**config.mk**
```make
export PLATFORM = sky130hd
export DESIGN_NAME = regwin_bridge
export DESIGN_NICKNAME = d
export VERILOG_FILES = /design/src/rtl/regwin_pkg.sv /design/src/rtl/regwin_decode.sv /design/src/rtl/regwin_latch.sv /design/src/rtl/regwin_seq.sv /design/src/rtl/regwin_bridge.sv
export SDC_FILE = /design/constraint.sdc
export NUM_CORES = 1
export LEC_CHECK = 0
export CELL_PAD_IN_SITES_DETAIL_PLACEMENT = 1
export CELL_PAD_IN_SITES_GLOBAL_PLACEMENT = 2
export CORE_ASPECT_RATIO = 0.8
export CORE_UTILIZATION = 35
export CTS_CLUSTER_SIZE = 24
export DETAILED_ROUTE_END_ITERATION = 10
export DONT_BUFFER_PORTS = 1
export PLACE_DENSITY_LB_ADDON = 0.15
export SYNTH_ARGS = -nofsm -noshare
export SYNTH_HDL_FRONTEND = slang
export SYNTH_HIERARCHICAL = 1
export SYNTH_SLANG_ARGS = --single-unit
```
**constraint.sdc**
```tcl
create_clock -name clk -period 4.1 [get_ports clk]
set_input_delay 1.025 -clock clk [delete_from_list [all_inputs] [get_ports clk]]
set_output_delay 1.025 -clock clk [all_outputs]
set_load 0.02 [all_outputs]
```
**src/rtl/regwin_pkg.sv**
```systemverilog
package regwin_pkg;

  typedef enum logic [1:0] {
    ACT_LOCAL = 2'd0,
    ACT_BUS_RD = 2'd1,
    ACT_BUS_WR = 2'd2
  } rw_act_e;

  // 33-bit sum so that an overflow past the internal space stays visible
  function automatic logic [32:0] rw_add(input logic [31:0] a, input logic [31:0] b);
    return {1'b0, a} + {1'b0, b};
  endfunction

  function automatic logic rw_fits(input logic [32:0] s, input int aw);
    return (s >> aw) == 33'd0;
  endfunction

  function automatic logic [31:0] rw_align(input logic [31:0] a);
    return {a[31:2], 2'b00};
  endfunction

  function automatic logic [7:0] rw_lane(input logic [31:0] w, input logic [1:0] l);
    return w[8*l +: 8];
  endfunction

endpackage

```
**src/rtl/regwin_decode.sv**
```systemverilog
module regwin_decode
  import regwin_pkg::*;
#(
  parameter int HOST_AW = 20,
  parameter int INT_AW = 19,
  parameter int WIN_BYTES = 256,
  parameter int ADDR_OFF = 'h10,
  parameter int DATA_OFF = 'h14,
  parameter logic [31:0] REG_BASE = 32'h0005_0000,
  parameter logic [31:0] EE_BASE = 32'h0000_1000,
  parameter int EE_BYTES = 256
) (
  input logic win_mode,
  input logic host_wr,
  input logic host_ee,
  input logic [HOST_AW-1:0] host_addr,
  input logic [31:0] latch_q,
  output rw_act_e act,
  output logic [INT_AW-1:0] bus_addr,
  output logic [31:0] local_rdata,
  output logic latch_we,
  output logic ee_sel,
  output logic [1:0] ee_lane
);
  localparam int WIN_AW = $clog2(WIN_BYTES);
  localparam logic [31:0] WIN_LIM = 32'(WIN_BYTES);
  localparam logic [31:0] EE_LIM = 32'(EE_BYTES);
  localparam logic [WIN_AW-1:0] ADDR_W = WIN_AW'(ADDR_OFF);
  localparam logic [WIN_AW-1:0] DATA_W = WIN_AW'(DATA_OFF);

  logic [31:0] haddr;
  logic [32:0] sum;
  logic [WIN_AW-1:0] off;

  assign haddr = {{(32-HOST_AW){1'b0}}, host_addr};
  assign off = host_addr[WIN_AW-1:0];

  always_comb begin
    act = ACT_LOCAL;
    bus_addr = '0;
    local_rdata = '1;
    latch_we = 1'b0;
    ee_sel = 1'b0;
    ee_lane = host_addr[1:0];
    sum = '0;
    if (host_ee) begin
      sum = rw_add(rw_align(haddr), EE_BASE);
      if (!host_wr && haddr < EE_LIM && rw_fits(sum, INT_AW)) begin
        act = ACT_BUS_RD;
        bus_addr = sum[INT_AW-1:0];
        ee_sel = 1'b1;
      end
    end else if (win_mode) begin
      sum = rw_add(latch_q, REG_BASE);
      if (haddr < WIN_LIM) begin
        if (off[WIN_AW-1:2] == ADDR_W[WIN_AW-1:2]) begin
          latch_we = host_wr;
          local_rdata = latch_q;
        end else if (off[WIN_AW-1:2] == DATA_W[WIN_AW-1:2] && rw_fits(sum, INT_AW)) begin
          act = host_wr ? ACT_BUS_WR : ACT_BUS_RD;
          bus_addr = sum[INT_AW-1:0];
        end
      end
    end else begin
      sum = rw_add(haddr, REG_BASE);
      if (rw_fits(sum, INT_AW)) begin
        act = host_wr ? ACT_BUS_WR : ACT_BUS_RD;
        bus_addr = sum[INT_AW-1:0];
      end
    end
  end
endmodule

```
**src/rtl/regwin_latch.sv**
```systemverilog
module regwin_latch (
  input logic clk,
  input logic rst_n,
  input logic load,
  input logic [31:0] din,
  output logic [31:0] q
);
  always_ff @(posedge clk or negedge rst_n) begin
    if (!rst_n) q <= '0;
    else if (load) q <= din;
  end
endmodule

```
**src/rtl/regwin_seq.sv**
```systemverilog
module regwin_seq
  import regwin_pkg::*;
#(
  parameter int INT_AW = 19
) (
  input logic clk,
  input logic rst_n,
  input logic accept,
  input logic host_wr,
  input logic [31:0] host_wdata,
  input rw_act_e act,
  input logic [INT_AW-1:0] bus_addr,
  input logic [31:0] local_rdata,
  input logic ee_sel,
  input logic [1:0] ee_lane,
  output logic busy,
  output logic host_ack,
  output logic [31:0] host_rdata,
  output logic int_wr,
  output logic [INT_AW-1:0] int_addr,
  output logic [31:0] int_wdata,
  input logic [31:0] int_rdata,
  input logic int_ready
);
  logic ee_q;
  logic [1:0] lane_q;

  always_ff @(posedge clk or negedge rst_n) begin
    if (!rst_n) begin
      busy <= 1'b0;
      host_ack <= 1'b0;
      host_rdata <= '0;
      int_wr <= 1'b0;
      int_addr <= '0;
      int_wdata <= '0;
      ee_q <= 1'b0;
      lane_q <= '0;
    end else begin
      host_ack <= 1'b0;
      if (busy) begin
        if (int_ready) begin
          busy <= 1'b0;
          host_ack <= 1'b1;
          if (!int_wr)
            host_rdata <= ee_q ? {24'd0, rw_lane(int_rdata, lane_q)} : int_rdata;
        end
      end else if (accept) begin
        if (act == ACT_LOCAL) begin
          host_ack <= 1'b1;
          if (!host_wr) host_rdata <= local_rdata;
        end else begin
          busy <= 1'b1;
          int_wr <= (act == ACT_BUS_WR);
          int_addr <= bus_addr;
          int_wdata <= host_wdata;
          ee_q <= ee_sel;
          lane_q <= ee_lane;
        end
      end
    end
  end
endmodule

```
**src/rtl/regwin_bridge.sv**
```systemverilog
module regwin_bridge
  import regwin_pkg::*;
#(
  parameter int HOST_AW = 20,
  parameter int INT_AW = 19,
  parameter int WIN_BYTES = 256,
  parameter int ADDR_OFF = 'h10,
  parameter int DATA_OFF = 'h14,
  parameter logic [31:0] REG_BASE = 32'h0005_0000,
  parameter logic [31:0] EE_BASE = 32'h0000_1000,
  parameter int EE_BYTES = 256
) (
  input logic clk,
  input logic rst_n,
  input logic win_mode,
  input logic host_req,
  input logic host_wr,
  input logic host_ee,
  input logic [HOST_AW-1:0] host_addr,
  input logic [31:0] host_wdata,
  output logic host_wait,
  output logic host_ack,
  output logic [31:0] host_rdata,
  output logic int_req,
  output logic int_wr,
  output logic [INT_AW-1:0] int_addr,
  output logic [31:0] int_wdata,
  input logic [31:0] int_rdata,
  input logic int_ready
);
  rw_act_e act;
  logic [INT_AW-1:0] bus_addr;
  logic [31:0] local_rdata;
  logic [31:0] latch_q;
  logic latch_we, latch_load, ee_sel, busy, accept;
  logic [1:0] ee_lane;

  assign accept = host_req && !busy;
  assign latch_load = accept && latch_we;
  assign host_wait = busy;
  assign int_req = busy;

  regwin_decode #(
    .HOST_AW(HOST_AW), .INT_AW(INT_AW), .WIN_BYTES(WIN_BYTES),
    .ADDR_OFF(ADDR_OFF), .DATA_OFF(DATA_OFF), .REG_BASE(REG_BASE),
    .EE_BASE(EE_BASE), .EE_BYTES(EE_BYTES)
  ) u_decode (
    .win_mode(win_mode), .host_wr(host_wr), .host_ee(host_ee),
    .host_addr(host_addr), .latch_q(latch_q), .act(act),
    .bus_addr(bus_addr), .local_rdata(local_rdata), .latch_we(latch_we),
    .ee_sel(ee_sel), .ee_lane(ee_lane)
  );

  regwin_latch u_latch (
    .clk(clk), .rst_n(rst_n), .load(latch_load), .din(host_wdata), .q(latch_q)
  );

  regwin_seq #(.INT_AW(INT_AW)) u_seq (
    .clk(clk), .rst_n(rst_n), .accept(accept), .host_wr(host_wr),
    .host_wdata(host_wdata), .act(act), .bus_addr(bus_addr),
    .local_rdata(local_rdata), .ee_sel(ee_sel), .ee_lane(ee_lane),
    .busy(busy), .host_ack(host_ack), .host_rdata(host_rdata),
    .int_wr(int_wr), .int_addr(int_addr), .int_wdata(int_wdata),
    .int_rdata(int_rdata), .int_ready(int_ready)
  );
endmodule

```
# == After elaboration in Yosys (flattened, before gate mapping) ==
# Index checks and enable logic that the tools add are counted.
# totals
regBits,121
inputBits,91
out_inout_bits,87
wordCells,77
# op_classes
add_sub_neg,3
n_lt_le_gt_ge,1
eq_ne,6
n_shift,1
n_mux,40
n_bitwise,2
n_reduce_logical,15
# ops
op,count
$mux 32,11
$mux 19,7
$logic_not 33->1,3
$add 32x19->33 const B,1
$shiftx 32x6->8,1
$add 20x13->21 const B,1
$add 20x19->21 const B,1
$lt 20x9->1 const B,1
$mux 1,15
$mux 2,7
$eq 6x3->1 const B,2
$logic_and 1x1->1,5
$reduce_and 5->1,1
$ne 2x2->1 const B,2
$reduce_bool 2->1,2
$reduce_and 3->1,1
$eq 2x2->1 const B,1
$logic_not 1->1,2
$logic_not 2->1,1
$ne 2x1->1 const B,1
$not 1->1,2

# == Logic depth before layout (Yosys ltp) ==
# Gate-level depths: netlist (run 1).
# depth
word_depth,12
mapped_depth,14
depth_no_buf,11

# == Modules after synthesis ==
# The synthesis (run 1) kept the hierarchy.
# by_module_without_submodules
module,instances,cells_per_inst,area_each_um2,seq_area_each_um2
regwin_seq,1,323,3923.8,2227.1
regwin_latch,1,68,1345.0,800.8
regwin_decode,1,144,953.4,0.0
regwin_bridge,1,3,22.5,0.0

# == Worst setup path after synthesis (run 1) ==
# OpenSTA, ideal clock, no wires.
# synth_timing
path_type,input to register
start,input host_addr[3]
end,register u_seq.host_rdata[0]
setup_time_ns,0.125
arrival_ns,3.390
t_required_ns,3.975
setup_slack_ns,0.585
cell_stages,11
n_path_buf,3
path_cell_list,or4b_1 > nor4b_2 > nand4b_1 > nor4_2 > buf_4 > o31a_1 > nor4b_4 > o21ai_2 > buf_6 > buf_6 > mux2_4
# synth_via
elab_chain_cells,10
word_cells_on_any_way,28
cone_classes,add/sub (2); order compare (1); eq/ne (2); mux (15); reduce/logical (8)
# synth_rtl
element,line,text
"start, declared",regwin_bridge.sv:19,"input logic [HOST_AW-1:0] host_addr,"
"parallel branches: the longest is 6 deep, another holds $add 20x19->21",n/a,
$mux 2 *,regwin_decode.sv:46,if (host_ee) begin
via act[0],regwin_bridge.sv:31,rw_act_e act;
$logic_not 2->1 *,regwin_seq.sv:48,if (act == ACT_LOCAL) begin
$reduce_bool 2->1 (no line) *,n/a,
$reduce_and 5->1 (no line) *,n/a,
"end signal, assigned",regwin_seq.sv:45,"host_rdata <= ee_q ? {24'd0, rw_lane(int_rdata, lane_q)} : int_rdata;"
"end signal, assigned",regwin_seq.sv:50,if (!host_wr) host_rdata <= local_rdata;
"end, declared",regwin_seq.sv:18,"output logic [31:0] host_rdata,"
# Mark *: on every way through the listed nets, which the timed path passes. The select of a mux whose other input is x is not followed.
# A chain may end at the register's enable or synchronous reset.

# == Worst setup path after layout (run 1) ==
# layout_timing
start,input host_addr[3]
end,register u_seq.int_wdata[16]
# layout_via
elab_chain_cells,10
word_cells_on_any_way,20
cone_classes,add/sub (2); order compare (1); eq/ne (2); mux (7); bitwise (1); reduce/logical (7)
# layout_rtl
element,line,text
"parallel branches: the longest is 5 deep, another holds $add 20x19->21",n/a,
$mux 2 *,regwin_decode.sv:53,end else if (win_mode) begin
$mux 2 *,regwin_decode.sv:46,
via act[1],regwin_bridge.sv:31,
$logic_not 2->1 *,regwin_seq.sv:48,
$not 1->1 (no line) *,n/a,
$reduce_and 3->1 (no line) *,n/a,
"end signal, assigned",regwin_seq.sv:55,int_wdata <= host_wdata;
"end, declared",regwin_seq.sv:21,"output logic [31:0] int_wdata,"
# Mark *: on every way through the listed nets, which the timed path passes.

==> flow_summary.json, run 1 <==
{
  "status": "completed",
  "p_total_mw": 3.61,
  "core_area_sq_um": 17400,
  "clk_pin_slew_worst_paths_ps": 60,
  "synth_compound_area_share_pct": 12.1,
  "io_pins": 178,
  "ys_ff_latch": 121,
  "grt_max_degree": 122,
  "netSwitchingPower_mw": 1.06,
  "synth.area.mux_share_pct": 21.0,
  "htree_num_levels": 4,
  "clock_skew_ps": 10.7,
  "power_frac_seq_pct": 49.1,
  "rows": 43,
  "synth_warnings": 6,
  "worst_pin_slew_ps": 621,
  "synth_top_family_by_area": "multiplexers",
  "dr.pass1.iters": 4,
  "period_needed_ps": 3170,
  "place_hpwl_mm": 13.1,
  "power.switching_fraction_pct": 29.4,
  "worstSetupStartpointType": "input port",
  "critPathMaxFanout": 30,
  "setup_violations": 0,
  "portBuffers": 0,
  "track_usage_pct": 20.2,
  "r2r_end": "u_seq/int_wdata[16]$_DFFE_PN0P_",
  "grt_pass1_wl_mm": 27.2,
  "yosys.area_share.simple_pct": 11.4,
  "gp_congestion": 0.813,
  "clock-sinks": 121,
  "num_antenna_cells": 0,
  "clkPwrFrac_pct": 42.7,
  "yosysUniqueCellTypes": 50,
  "grt_antenna_before_repair": 0,
  "reg2reg_depth": 10,
  "cap_violations": 0,
  "drtIter0Drc": 162,
  "leakage_nw": 3.09,
  "die_w_microns": 151,
  "yosysSeqAreaShare_pct": 48.5,
  "fmax_ghz": 0.315,
  "wl_mm": 17.6,
  "hold_class": "in2async",
  "ctsHoldBuffers": 0,
  "combPwrFrac_pct": 8.2,
  "synth_area_sq_um": 6240,
  "first_global_vias": 4504,
  "worstSetupPathType": "in2reg",
  "post_drt_wl_per_cell_microns": 22.9,
  "drc": 0,
  "slew_headroom_pct": 58.2,
  "cts_root_buf": "clkbuf_16",
  "synthFlopType": "dfrtp_1",
  "vias_per_cell": 5.38,
  "drive_gt1_share_pct": 27.4,
  "synthesis.instances": 538,
  "fill_cells": 1868,
  "synth.avg_cell_area_sq_um": 11.6,
  "drv_slew": 0,
  "drtAntennaViolNets": 0,
  "crit_required_ps": 4390,
  "min_period_over_period_pct": 77.4,
  "cts_tree": "built",
  "vias": 4129,
  "cts_buffer_depth": 2,
  "p_int_mw": 2.55,
  "syn_nets": 635,
  "cts_made_buffers": 17,
  "worst-endpoint-arrival_ps": 3470,
  "rr_startpoint": "u_latch/q[17]$_DFFE_PN0P_",
  "async_flop_share_pct": 100,
  "clock_latency_ps": 410,
  "post-cts-setup-buffer-count": 0,
  "tns_ps": 0,
  "nets": 628,
  "ir_drop_mv": 0.242,
  "synth_fa_ha_area_share_pct": 1.20,
  "power-per-cell-area_nw_per_um2": 517,
  "rsz0062_at_grt": "no",
  "die_h_microns": 121,
  "r2r_slack_ps": 940,
  "hold-worst-slack_ps": 305,
  "postCtsResizedCells": 0,
  "syn_to_final_growth_pct": 11.8,
  "die_area_sq_um": 18400,
  "initial_core_util_pct": 35.9,
  "overflow": 0,
  "endpoint_kind": "register",
  "synth_xor_area_share_pct": 0.701,
  "synth_edf_count": 0,
  "finalHoldViolCount": 0
}
-- critical path, stage by stage --
cell	delay [ps]
or4b_1	530
nor4b_2	240
nand4b_1	210
nor4_4	270
o21a_1	250
o21a_2	180
buf_4	360
mux2_2	390
-- power groups by stage --
stage | clock (mW) | combinational, mW | sequential, mW
final | 1.54 | 0.296 | 1.77
after global routing | 1.65 | 0.333 | 1.80
after CTS | 1.58 | 0.302 | 1.78
after detailed placement | 0 | 0.302 | 1.80
after global placement | 0 | 0.285 | 1.79
after floorplan | 0 | 0.270 | 1.73
-- cells by family after synthesis --
logic type               count (synthesis)
AND/OR/NAND/NOR                        125
AO/OA/AOI/OAI                          121
flip-flops                             121
multiplexers                           106
buffers and inverters                   54
adder cells (fa/ha/maj)                  6
XOR/XNOR                                 5
-- metrics by stage --
stage          utilization (%)  setup WS, ps  std cells  cell area, sq um
6_report                  40.2           928        768              6980
3_5_place_dp              36.7           451        737              6380
5_1_grt                   40.2           716        768              6980
3_3_place_gp              36.7           586        737              6380
2_1_floorplan                -           585        538              6240
4_1_cts                   40.2           893        768              6980
-- how the worst max path moves through the flow --
stage	startpoint	end	slack, ps
6_report	host_addr[3]	u_seq/int_wdata[16]$_DFFE_PN0P_	930
3_3_place_gp	host_addr[3]	u_seq/int_addr[17]$_DFFE_PN0P_	590
3_5_place_dp	host_addr[3]	u_seq/int_wdata[16]$_DFFE_PN0P_	450
4_1_cts	host_addr[3]	u_seq/int_wdata[16]$_DFFE_PN0P_	890
5_1_grt	u_latch/q[16]$_DFFE_PN0P_	u_seq/int_wdata[24]$_DFFE_PN0P_	720
2_1_floorplan	host_addr[3]	u_seq/host_rdata[0]$_DFFE_PN0P_	580
-- metal layers --
metal	wire length [microns]	track usage, %	up-vias	part of all wire (%)
met5	0	0	-	0
met2	7740	29.3	120	44
met3	1430	7.67	16	8.1
met1	8210	27.4	2074	47
met4	214	6.44	0	1.2
li1	-	-	1919	-
-- flip-flops by register name, summed over array words and instances, names as in the netlist --
signal / cells
u_seq/busy: 1
u_seq/int_wr: 1
u_seq/host_ack: 1
u_seq/int_wdata: 32
u_seq/lane_q: 2
u_seq/host_rdata: 32
u_seq/int_addr: 19
u_latch/q: 32
u_seq/ee_q: 1
-- layout make-up --
class | count | area [sq um] | share of cell area (%)
clock buffer | 21 | 460 | 6.59
clock inverter | 10 | 145 | 2.08
inverter | 18 | 67.6 | 0.968
multi-input combinational | 363 | 2910 | 41.7
sequential | 121 | 3030 | 43.4
tap | 225 | 282 | 4.03
timing repair buffer | 10 | 87.6 | 1.25
-- cell usage in the layout, fill, tap and decap left out, types with 6 or more instances in the layout --
master and instances:
a22o_1 12, mux2_2 70, buf_4 9, nor2_1 9, a21oi_1 29, ha_1 6
o21ai_0 37, mux2_4 32, dfrtp_1 120, inv_1 18, nor2b_1 28, nand2_1 34
clkbuf_16 17, or3_1 30, o22ai_1 17
-- synth_stat cells (11+ instances only) --
library cell,n,share of area (%)
a22o_1,12,1.7
mux2_2,70,13
or3_1,30,3.0
buf_4,11,1.3
clkbuf_1,16,0.96
o22ai_1,17,1.7
nor2b_1,28,2.8
inv_1,18,1.1
mux2_4,32,7.7
dfrtp_1,121,48
nand2_1,34,2.0
a21oi_1,29,2.3
o21ai_0,37,3.0
Note: power is estimated with default switching activity, not from simulation.
==> inputs of run 2 (changes only) <==
- clock period: 4.1 -> 3.1 ns (I/O delays scaled with it)
==> flow_summary.json, run 2 (synthesized netlist as in run 1, its figures left out) <==
{
  "gp_congestion": 0.785,
  "clock_skew_ps": 13.5,
  "worstSetupStartpointType": "input port",
  "fill_cells": 1850,
  "top_regs": "u_latch/q (32), u_seq/host_rdata (32), u_seq/int_wdata (32)",
  "worst-endpoint-arrival_ps": 3270,
  "finalHoldViolCount": 0,
  "critPathLaunch": "host_addr[3]",
  "post_drt_wl_per_cell_microns": 22.9,
  "endpoint_kind": "register",
  "slowest_stage": "or4b_1",
  "rows": 43,
  "wl_mm": 17.9,
  "die_w_microns": 151,
  "drtIter0Drc": 124,
  "setup_violations": 0,
  "cpPeakStageDelay_ps": 550,
  "cts_buffer_depth": 2,
  "final_core_util_pct": 41.3,
  "fmax_ghz": 0.337,
  "reg2reg_depth": 10,
  "io_pins": 178,
  "drive_gt1_share_pct": 29.4,
  "gr-usage-met1_pct": 28.1,
  "crit_required_ps": 3410,
  "min_period_over_period_pct": 95.6,
  "vias_per_cell": 5.40,
  "syn_to_final_growth_pct": 14.9,
  "ir_drop_mv": 0.346,
  "grt_max_degree": 122,
  "final_common_cell": "dfrtp_1",
  "hold-worst-slack_ps": 49.3,
  "ctsHoldBuffers": 0,
  "num_antenna_cells": 0,
  "clock_latency_ps": 430,
  "htree_num_levels": 4,
  "rr_startpoint": "u_latch/q[16]$_DFFE_PN0P_",
  "clk_pin_slew_worst_paths_ps": 60,
  "path_cells": "or4b_1 > nor4b_2 > nand4b_1 > nor4_4 > o31a_1 > o21a_2 > buf_4 > mux2_2",
  "multi_input_area_sq_um": 2970,
  "period_needed_ps": 2960,
  "first_global_vias": 4596,
  "status": "completed",
  "grt_antenna_before_repair": 0,
  "post-cts-setup-buffer-count": 0,
  "cap_violations": 0,
  "initial_core_util_pct": 35.9,
  "clock-sinks": 121,
  "power-per-cell-area_nw_per_um2": 678,
  "die_area_sq_um": 18400,
  "overflow": 0,
  "core_area_sq_um": 17400,
  "nets": 638,
  "track_usage_pct": 20.4,
  "place_hpwl_mm": 13.4,
  "portBuffers": 0,
  "postCtsResizedCells": 0,
  "worst_pin_slew_ps": 615,
  "use_met3_pct": 7.97,
  "use_met2_pct": 29.5,
  "worstSetupPathType": "in2reg",
  "drv_slew": 0,
  "mostFrequentLayoutCells": "dfrtp_1 (120), mux2_2 (57), mux2_4 (45), o21ai_0 (37), nand2_1 (34)",
  "drtAntennaViolNets": 0,
  "busiest_layer": "met2",
  "vias": 4204,
  "hold_class": "in2async",
  "slew_headroom_pct": 58.6,
  "critPathMaxFanout": 11,
  "r2r_end": "u_seq/int_wdata[21]$_DFFE_PN0P_",
  "regArea_sq_um": 3030,
  "r2r_slack_ps": 260,
  "cts_made_buffers": 17,
  "cts_root_buf": "clkbuf_16",
  "grt_pass1_wl_mm": 27.5,
  "rsz0062_at_grt": "no",
  "drc": 0,
  "die_h_microns": 121,
  "cts_tree": "built",
  "leakage_nw": 3.18,
  "dr.pass1.iters": 4
}
[run 2: layout make-up]
cell class | count | area share (%)
sequential | 121 | 42.2
multi-input combinational | 363 | 41.3
clock buffer | 19 | 6.31
tap | 225 | 3.92
timing repair buffer | 20 | 2.96
clock inverter | 13 | 2.34
inverter | 18 | 0.941
[run 2: how the worst max path moves through the flow]
stage,endpoint
2_1_floorplan,u_seq/host_rdata[0]$_DFFE_PN0P_
4_1_cts,u_seq/int_wdata[21]$_DFFE_PN0P_
6_report,u_seq/int_wdata[21]$_DFFE_PN0P_
3_3_place_gp,u_seq/int_wdata[30]$_DFFE_PN0P_
5_1_grt,u_seq/host_rdata[27]$_DFFE_PN0P_
3_5_place_dp,u_seq/int_wdata[21]$_DFFE_PN0P_
[run 2: power by group]
part | switching, mW | internal, mW
combinational | 0.166 | 0.271
sequential | 0.514 | 1.83
clock | 0.773 | 1.31
[run 2: critical path, delay by kind of cell]
| family | cells | cell delay (ps) |
|---|---|---|
| multiplexers | 1 | 360 |
| AND/OR/NAND/NOR | 4 | 1400 |
| AO/OA/AOI/OAI | 2 | 490 |
| buffers and inverters | 1 | 230 |
[run 2: routing by layer]
| layer | wire length, microns | vias up |
|---|---|---|
| met3 | 1650 | 11 |
| met4 | 165 | 0 |
| met1 | 8230 | 2100 |
| met5 | 0 | - |
| li1 | - | 1950 |
| met2 | 7820 | 143 |
[run 2: metrics by stage]
step | std cells | power, mW | instance area (sq um) | setup slack, ps | TNS, ps
after global placement | 747 | 2.79 | 6550 | -110 | -6280
final | 779 | 4.87 | 7180 | 135 | 0
after CTS | 779 | 4.94 | 7170 | 101 | 0
after detailed placement | 747 | 2.82 | 6550 | -218 | -13650
after floorplan | 538 | 2.68 | 6310 | -165 | -10390
after global routing | 779 | 5.08 | 7180 | 7.09 | 0
